===== config.mk =====
export PLATFORM = sky130hd
export DESIGN_NAME = wl_level_search
export DESIGN_NICKNAME = d
export VERILOG_FILES = /design/src/rtl/wl_pkg.sv /design/src/rtl/wl_rst_sync.sv /design/src/rtl/wl_fb_sync.sv /design/src/rtl/wl_settle_timer.sv /design/src/rtl/wl_rise_judge.sv /design/src/rtl/wl_level_search.sv
export SDC_FILE = /design/constraint.sdc
export NUM_CORES = 1
export LEC_CHECK = 0
export BUFFER_PORTS_ARGS = -buffer_cell sky130_fd_sc_hd__clkbuf_2
export CAP_MARGIN = 20
export CORE_MARGIN = 2
export CORE_UTILIZATION = 35
export DETAILED_ROUTE_END_ITERATION = 8
export PLACE_DENSITY_LB_ADDON = 0.1
export SYNTH_ARGS = -nofsm -noshare
export SYNTH_HDL_FRONTEND = slang
export SYNTH_SLANG_ARGS = --single-unit

===== constraint.sdc =====
create_clock -name clk -period 3 [get_ports clk]
set_clock_uncertainty 0.1 [all_clocks]
set_input_delay 0.3 -clock clk [delete_from_list [all_inputs] [get_ports clk]]
set_output_delay 0.3 -clock clk [all_outputs]
set_load 0.02 [all_outputs]

===== src/rtl/wl_pkg.sv =====
package wl_pkg;

  typedef enum logic [1:0] {
    WL_IDLE   = 2'd0,
    WL_PULSE  = 2'd1,
    WL_SETTLE = 2'd2
  } wl_state_e;

  typedef enum logic [1:0] {
    FB_STEP = 2'd0,
    FB_HIT  = 2'd1
  } fb_verdict_e;

endpackage


===== src/rtl/wl_rst_sync.sv =====
module wl_rst_sync #(
  parameter int unsigned STAGES = 2
) (
  input  logic clk,
  input  logic rst_n,
  output logic rst_sync_n
);
  logic [STAGES-1:0] chain_q;

  always_ff @(posedge clk or negedge rst_n) begin
    if (!rst_n) chain_q <= '0;
    else        chain_q <= {chain_q[STAGES-2:0], 1'b1};
  end

  assign rst_sync_n = chain_q[STAGES-1];
endmodule


===== src/rtl/wl_fb_sync.sv =====
module wl_fb_sync #(
  parameter int unsigned STAGES = 2
) (
  input  logic clk,
  input  logic rst_n,
  input  logic d_i,
  output logic q_o
);
  logic [STAGES-1:0] sync_q;

  generate
    for (genvar i = 0; i < STAGES; i++) begin : g_stage
      if (i == 0) begin : g_first
        always_ff @(posedge clk or negedge rst_n) begin
          if (!rst_n) sync_q[0] <= 1'b0;
          else        sync_q[0] <= d_i;
        end
      end else begin : g_rest
        always_ff @(posedge clk or negedge rst_n) begin
          if (!rst_n) sync_q[i] <= 1'b0;
          else        sync_q[i] <= sync_q[i-1];
        end
      end
    end
  endgenerate

  assign q_o = sync_q[STAGES-1];
endmodule


===== src/rtl/wl_settle_timer.sv =====
module wl_settle_timer #(
  parameter int unsigned CNT_W = 6
) (
  input  logic             clk,
  input  logic             rst_n,
  input  logic             load_i,
  input  logic [CNT_W-1:0] len_i,
  input  logic             run_i,
  output logic             expired_o
);
  logic [CNT_W-1:0] cnt_q, cnt_d;
  logic             cnt_en;

  always_comb begin
    cnt_en = 1'b0;
    cnt_d  = cnt_q;
    if (load_i) begin
      cnt_en = 1'b1;
      cnt_d  = len_i;
    end else if (run_i && (cnt_q != '0)) begin
      cnt_en = 1'b1;
      cnt_d  = cnt_q - 1'b1;
    end
  end

  always_ff @(posedge clk or negedge rst_n) begin
    if (!rst_n)      cnt_q <= '0;
    else if (cnt_en) cnt_q <= cnt_d;
  end

  assign expired_o = (cnt_q == '0);
endmodule


===== src/rtl/wl_rise_judge.sv =====
module wl_rise_judge
  import wl_pkg::*;
(
  input  logic        clk,
  input  logic        rst_n,
  input  logic        clear_i,
  input  logic        eval_i,
  input  logic        fb_i,
  output fb_verdict_e verdict_o
);
  logic seen_low_q, seen_low_d, seen_en;

  always_comb begin
    seen_en    = 1'b0;
    seen_low_d = seen_low_q;
    if (clear_i) begin
      seen_en    = 1'b1;
      seen_low_d = 1'b0;
    end else if (eval_i && !fb_i) begin
      seen_en    = 1'b1;
      seen_low_d = 1'b1;
    end
  end

  always_ff @(posedge clk or negedge rst_n) begin
    if (!rst_n)       seen_low_q <= 1'b0;
    else if (seen_en) seen_low_q <= seen_low_d;
  end

  assign verdict_o = (fb_i && seen_low_q) ? FB_HIT : FB_STEP;
endmodule


===== src/rtl/wl_level_search.sv =====
module wl_level_search
  import wl_pkg::*;
#(
  parameter int unsigned TAP_W       = 5,
  parameter int unsigned SETTLE_W    = 6,
  parameter int unsigned DEFAULT_TAP = 8
) (
  input  logic                clk,
  input  logic                rst_n,
  input  logic                start_i,
  input  logic                bypass_i,
  input  logic [SETTLE_W-1:0] settle_i,
  input  logic                fb_i,
  output logic [TAP_W-1:0]    tap_o,
  output logic                strobe_o,
  output logic                done_o,
  output logic                fail_o
);
  localparam logic [TAP_W-1:0] TAP_MAX = {TAP_W{1'b1}};
  localparam logic [TAP_W-1:0] TAP_DEF = TAP_W'(DEFAULT_TAP);

  logic        rst_sync_n;
  logic        fb_sync;
  logic        settle_expired;
  logic        busy;
  logic        accept_search;
  logic        eval_now;
  fb_verdict_e verdict;

  wl_state_e        state_q, state_d;
  logic [TAP_W-1:0] tap_q, tap_d;
  logic             done_q, done_d;
  logic             fail_q, fail_d;
  logic             reg_en;

  wl_rst_sync #(.STAGES(2)) u_rst_sync (
    .clk        (clk),
    .rst_n      (rst_n),
    .rst_sync_n (rst_sync_n)
  );

  wl_fb_sync #(.STAGES(2)) u_fb_sync (
    .clk   (clk),
    .rst_n (rst_sync_n),
    .d_i   (fb_i),
    .q_o   (fb_sync)
  );

  wl_settle_timer #(.CNT_W(SETTLE_W)) u_settle (
    .clk       (clk),
    .rst_n     (rst_sync_n),
    .load_i    (state_q == WL_PULSE),
    .len_i     (settle_i),
    .run_i     (state_q == WL_SETTLE),
    .expired_o (settle_expired)
  );

  wl_rise_judge u_judge (
    .clk       (clk),
    .rst_n     (rst_sync_n),
    .clear_i   (accept_search),
    .eval_i    (eval_now),
    .fb_i      (fb_sync),
    .verdict_o (verdict)
  );

  assign busy          = (state_q != WL_IDLE);
  assign accept_search = (state_q == WL_IDLE) && start_i && !bypass_i;
  assign eval_now      = (state_q == WL_SETTLE) && settle_expired;

  // next-state process
  always_comb begin
    state_d = state_q;
    tap_d   = tap_q;
    done_d  = done_q;
    fail_d  = fail_q;
    reg_en  = 1'b0;
    unique case (state_q)
      WL_IDLE: begin
        if (start_i) begin
          reg_en = 1'b1;
          fail_d = 1'b0;
          if (bypass_i) begin
            tap_d  = TAP_DEF;
            done_d = 1'b1;
          end else begin
            tap_d   = '0;
            done_d  = 1'b0;
            state_d = WL_PULSE;
          end
        end
      end
      WL_PULSE: begin
        reg_en  = 1'b1;
        state_d = WL_SETTLE;
      end
      WL_SETTLE: begin
        if (settle_expired) begin
          reg_en = 1'b1;
          if (verdict == FB_HIT) begin
            done_d  = 1'b1;
            state_d = WL_IDLE;
          end else if (tap_q == TAP_MAX) begin
            fail_d  = 1'b1;
            tap_d   = '0;
            state_d = WL_IDLE;
          end else begin
            tap_d   = tap_q + 1'b1;
            state_d = WL_PULSE;
          end
        end
      end
      default: begin
        reg_en  = 1'b1;
        state_d = WL_IDLE;
      end
    endcase
  end

  // register process
  always_ff @(posedge clk or negedge rst_sync_n) begin
    if (!rst_sync_n) begin
      state_q <= WL_IDLE;
      tap_q   <= '0;
      done_q  <= 1'b0;
      fail_q  <= 1'b0;
    end else if (reg_en) begin
      state_q <= state_d;
      tap_q   <= tap_d;
      done_q  <= done_d;
      fail_q  <= fail_d;
    end
  end

  assign tap_o    = tap_q;
  assign strobe_o = (state_q == WL_PULSE);
  assign done_o   = done_q;
  assign fail_o   = fail_q;
endmodule


* Yosys cells after proc, flatten, opt, wreduce, memory -nomap -nowiden *
Index checks and enable logic that the tools add are counted.
Widths: inputs -> output; s select.

operators by class
  reduce and logical (&&, ||, !) cells = 20
  add/sub/neg operators = 2
  multiplexer cells = 34
  equality and inequality tests = 10

operators with widths
  kind                 count
  $mux 5               4
  $mux 1               19
  $mux 6               2
  $ne 2x2->1 const B   6
  $pmux 5 s2           1
  $reduce_and 5->1     2
  $logic_and 1x1->1    6
  $logic_not 6->1      1
  $mux 2               3
  $pmux 1 s2           3
  $pmux 2 s3           1
  $reduce_and 6->1     1
  $reduce_bool 2->1    3
  $reduce_bool 6->1    1
  $sub 6x1->6 const B  1
  $add 5x1->5 const B  1
  $eq 5x5->1 const B   1
  $eq 2x1->1 const B   2
  $mux 4               1
  $reduce_and 2->1     2
  $reduce_and 4->1     1
  $eq 2x2->1 const B   1
  $logic_not 1->1      2
  $logic_not 2->1      1

storage, ports and cells
  register bits = 20
  input port bits = 11
  output and inout port bits = 8

* Depth between registers and ports, before layout *
  depth in word-level cells = 6
  mapped depth = 7
  depth with buffers taken out = 7

* Modules after synthesis *
A second synthesis with hierarchy kept.

second synthesis, totals
  cell total of the unflattened synthesis = 109
  area, all modules = 1,069.8 sq um

modules (own cells, without submodules)
  module           seq. area each (sq um)  cells an instance  times used  area each (sq um)
  wl_level_search  225.2                   53                 1           508.0
  wl_settle_timer  150.1                   44                 1           395.4
  wl_rise_judge    25.0                    7                  1           62.6
  wl_rst_sync      50.0                    3                  1           53.8
  wl_fb_sync       50.0                    2                  1           50.0

* Least setup slack after synthesis *
No wires, ideal clock.

  path type = register to register
  start = register u_settle.cnt_q[0]
  end = register tap_q[0] (netlist: tap_o[0])
  path slack = 836 ps
  stages on the path, launching flop included = 8
  buffers on the path = 1
  arrival = 1,939 ps
  cells stage by stage = dfrtp_1 inv_1 ha_1 or4b_1 buf_2 a211oi_4 o2bb2ai_4 mux2_4

between the ends
  word-level cells in the longest chain between the ends = 4

ends and longest elaborated chain
  what                            line                    text
  from (decl)                     wl_settle_timer.sv:11   logic [CNT_W-1:0] cnt_q, cnt_d;
  from (signal assigned)          wl_settle_timer.sv:28   else if (cnt_en) cnt_q <= cnt_d;
  $logic_not 6->1 (*)             wl_settle_timer.sv:31   assign expired_o = (cnt_q == '0);
  $mux 1                          wl_level_search.sv:98   if (settle_expired) begin
  $pmux 1 s2                      wl_level_search.sv:78   unique case (state_q)
  $reduce_and 5->1 (no line) (*)  --
  to (signal assigned)            wl_level_search.sv:129  tap_q <= tap_d;
  to (decl)                       wl_level_search.sv:31   logic [TAP_W-1:0] tap_q, tap_d;

Mark *: on every way between the ends. The rest lies on a longest branch, timed or not.
A chain may end at the register's enable or synchronous reset.

* Worst setup path after layout *
Same ends and word-level chain as after synthesis.

==> flow_summary.json <==
{
  "synth.distinct_cells": 38,
  "remaining_drc_errors": 0,
  "antenna_left": 0,
  "ys_ff_latch": 20,
  "cts_setup_buffers": 0,
  "clkTransAtPathRegs_ns": 0.11,
  "max_freq_mhz": 423,
  "fin_tns_setup_ns": 0,
  "ir_drop_uv": 299,
  "worst-slew-pin-transition_ns": 0.733,
  "synth_edf_count": 0,
  "io_pins": 19,
  "die_h_um": 60.6,
  "fin_crit_ns": 2.36,
  "whs_ns": 0.204,
  "power_density_mw_per_mm2": 827,
  "portBuffers": 18,
  "grt_usage_pct": 14.3,
  "drt_iter0_drc": 60,
  "antennaDiodeCount": 0,
  "cts_root_buf": "clkbuf_4",
  "drt_wl_total_mm": 2.21,
  "synthTopCellsByArea": "dfrtp_1, ha_1, mux2_2",
  "report.final.setup_viol": 0,
  "rsz0062_at_grt": "no",
  "top_usage_layer": "met2",
  "grt-ovfl-total": 0,
  "clkLatencyLatePin_ns": 0.29,
  "syn_area_mm2": 0.00112,
  "met3_usage_pct": 1.92,
  "finalCritPeriodShare_pct": 78.7,
  "synth_top_area_share_pct": 44.6,
  "cts_hold_buf": 2,
  "grt_max_degree": 22,
  "layout_common_cells": "dfrtp_1, clkbuf_2, nor2_1, nand2_1",
  "synthArstFlopShare_pct": 100,
  "met2_usage_pct": 23.7,
  "dr.pass1.iters": 4,
  "run_status": "complete, no violations",
  "hpwl_mm": 1.63,
  "place_inst": 169,
  "layout.nets": 147,
  "end_kind": "flip-flop",
  "slew_headroom_pct": 51.1,
  "vias_per_cell": 4.97,
  "post-synth-top-area-cell": "dfrtp_1",
  "critPathLaunchType": "flip-flop",
  "antenna_found_initial": 0,
  "post-place-ws_ns": 0.667,
  "layout_setup_ws_ns": 0.638,
  "cts_resized": 0,
  "layout-area-overhead-vs-synth_pct": 15.8,
  "rows": 20,
  "dieArea_mm2": 0.00368,
  "cts_buffer_depth": 2,
  "worst-setup-path-type": "flip-flop to flip-flop",
  "syn-num-nets": 128,
  "coreArea_mm2": 0.00305,
  "met1_usage_pct": 18.9,
  "cts.sinks": 20,
  "avgRoutedWirePerCell_um": 12.6,
  "crit_arrival_ns": 2.45,
  "cp_max_fo": 6,
  "final_common_cell": "dfrtp_1",
  "hold_path.class": "flip-flop to asynchronous set/reset pin",
  "avgSynthCellArea_um2": 9.93,
  "synth_ff_type": "dfrtp_1",
  "drive_gt1_share_pct": 23.7,
  "grt_pass1_vias": 884,
  "grt_pass1_wl_mm": 3.95,
  "p_leak_nw": 0.587,
  "cts-htree-levels": 1,
  "syn-instance-count": 113,
  "start_util_pct": 36.8,
  "crit_required_ns": 3.09,
  "layout.cells.non_filler": 175,
  "cts_tree": "done",
  "cts_buffers": 3,
  "vias": 869,
  "globalplace.congestion": 0.831,
  "timing_hold_violations_final": 0,
  "yosysSeqAreaShare_pct": 44.6,
  "drv_cap": 0,
  "finalMaxSlewViolations": 0,
  "ys.warnings.count": 0,
  "die_w_um": 60.6
}
-- cell type report --
cell class,count,area (um^2)
Clock buffer,4,36.3
Fill cell,330,1750
Inverter,7,26.3
Multi-Input combinational cell,80,572
Timing Repair Buffer,20,110
Tap cell,44,55.1
Sequential cell,20,500
-- final timing paths --
kind | startpoint | to | slack, ns | depth (start not counted)
setup / recovery | u_settle.cnt_q[0]$_DFFE_PN0P_ | tap_o[0]$_DFFE_PN0P_ | 0.64 | 6
hold / removal | u_rst_sync.chain_q[1]$_DFF_PN0_ | tap_o[2]$_DFFE_PN0P_ | 0.20 | 0
setup reg to reg | u_settle.cnt_q[0]$_DFFE_PN0P_ | tap_o[0]$_DFFE_PN0P_ | 0.64 | 6
hold reg to reg | u_rst_sync.chain_q[1]$_DFF_PN0_ | tap_o[2]$_DFFE_PN0P_ | 0.20 | 0
max in group asynchronous | u_rst_sync.chain_q[1]$_DFF_PN0_ | u_fb_sync.q_o$_DFF_PN0_ | 2.14 | 0
min in group clk | start_i | state_q[0]$_DFFE_PN0P_ | 0.21 | 3
-- report_power, final --
group	internal (mW)	switching, mW
clock network	0.0739	0.0786
logic	0.203	0.212
registers	0.350	0.158
total	0.626	0.449
-- through the flow --
| step | utilization [%] | area, um^2 | power [mW] |
|---|---|---|---|
| CTS | 42.6 | 1300 | 1.09 |
| global placement | 40.7 | 1240 | 0.921 |
| finish | 42.6 | 1300 | 1.08 |
| global route | 42.6 | 1300 | 1.18 |
| detailed placement | 40.7 | 1240 | 0.928 |
| floorplan | - | 1120 | 0.817 |
-- cell families (layout without fill, tap and decap cells) --
kind of cell             after synthesis  in the layout  share of synthesized area [%]
AND/OR/NAND/NOR                       36             36                           15.7
AO/OA/AOI/OAI                         27             27                           19.2
flip-flops                            20             20                           44.6
buffers and inverters                 13             31                           4.46
multiplexers                           9              9                           8.92
adder cells (fa/ha/maj)                4              4                           4.46
XOR/XNOR                               3              3                           2.34
other                                  1              1                          0.334
-- registers in the layout, summed over array words and instances, names as in the netlist, 2 cells and up --
register / count
u_rst_sync.chain_q: 2
u_settle.cnt_q: 6
tap_o: 5
state_q: 2
-- cells in the mapped netlist, drive strengths merged, types with 3 or more instances --
library cell / instances
dfrtp: 20
nor2: 11
nand2: 10
o21ai: 8
inv: 7
a21oi: 5
mux2: 5
ha: 4
mux2i: 4
buf: 3
clkbuf: 3
nand3: 3
nor3: 3
-- worst max-delay path: stages, from the launching register on --
cell       delay (ns)
dfrtp_1          0.43
inv_1            0.12
ha_1             0.15
or4b_1           0.59
a211oi_4         0.37
o2bb2ai_4        0.19
mux2_4           0.31
-- per-layer routing --
layer / routed length, um / up-vias
met3: 71 / 2
met1: 1080 / 423
li1: - / 432
met4: 19 / 0
met5: 0 / -
met2: 1040 / 12
Power figures use the tool's default switching activity.
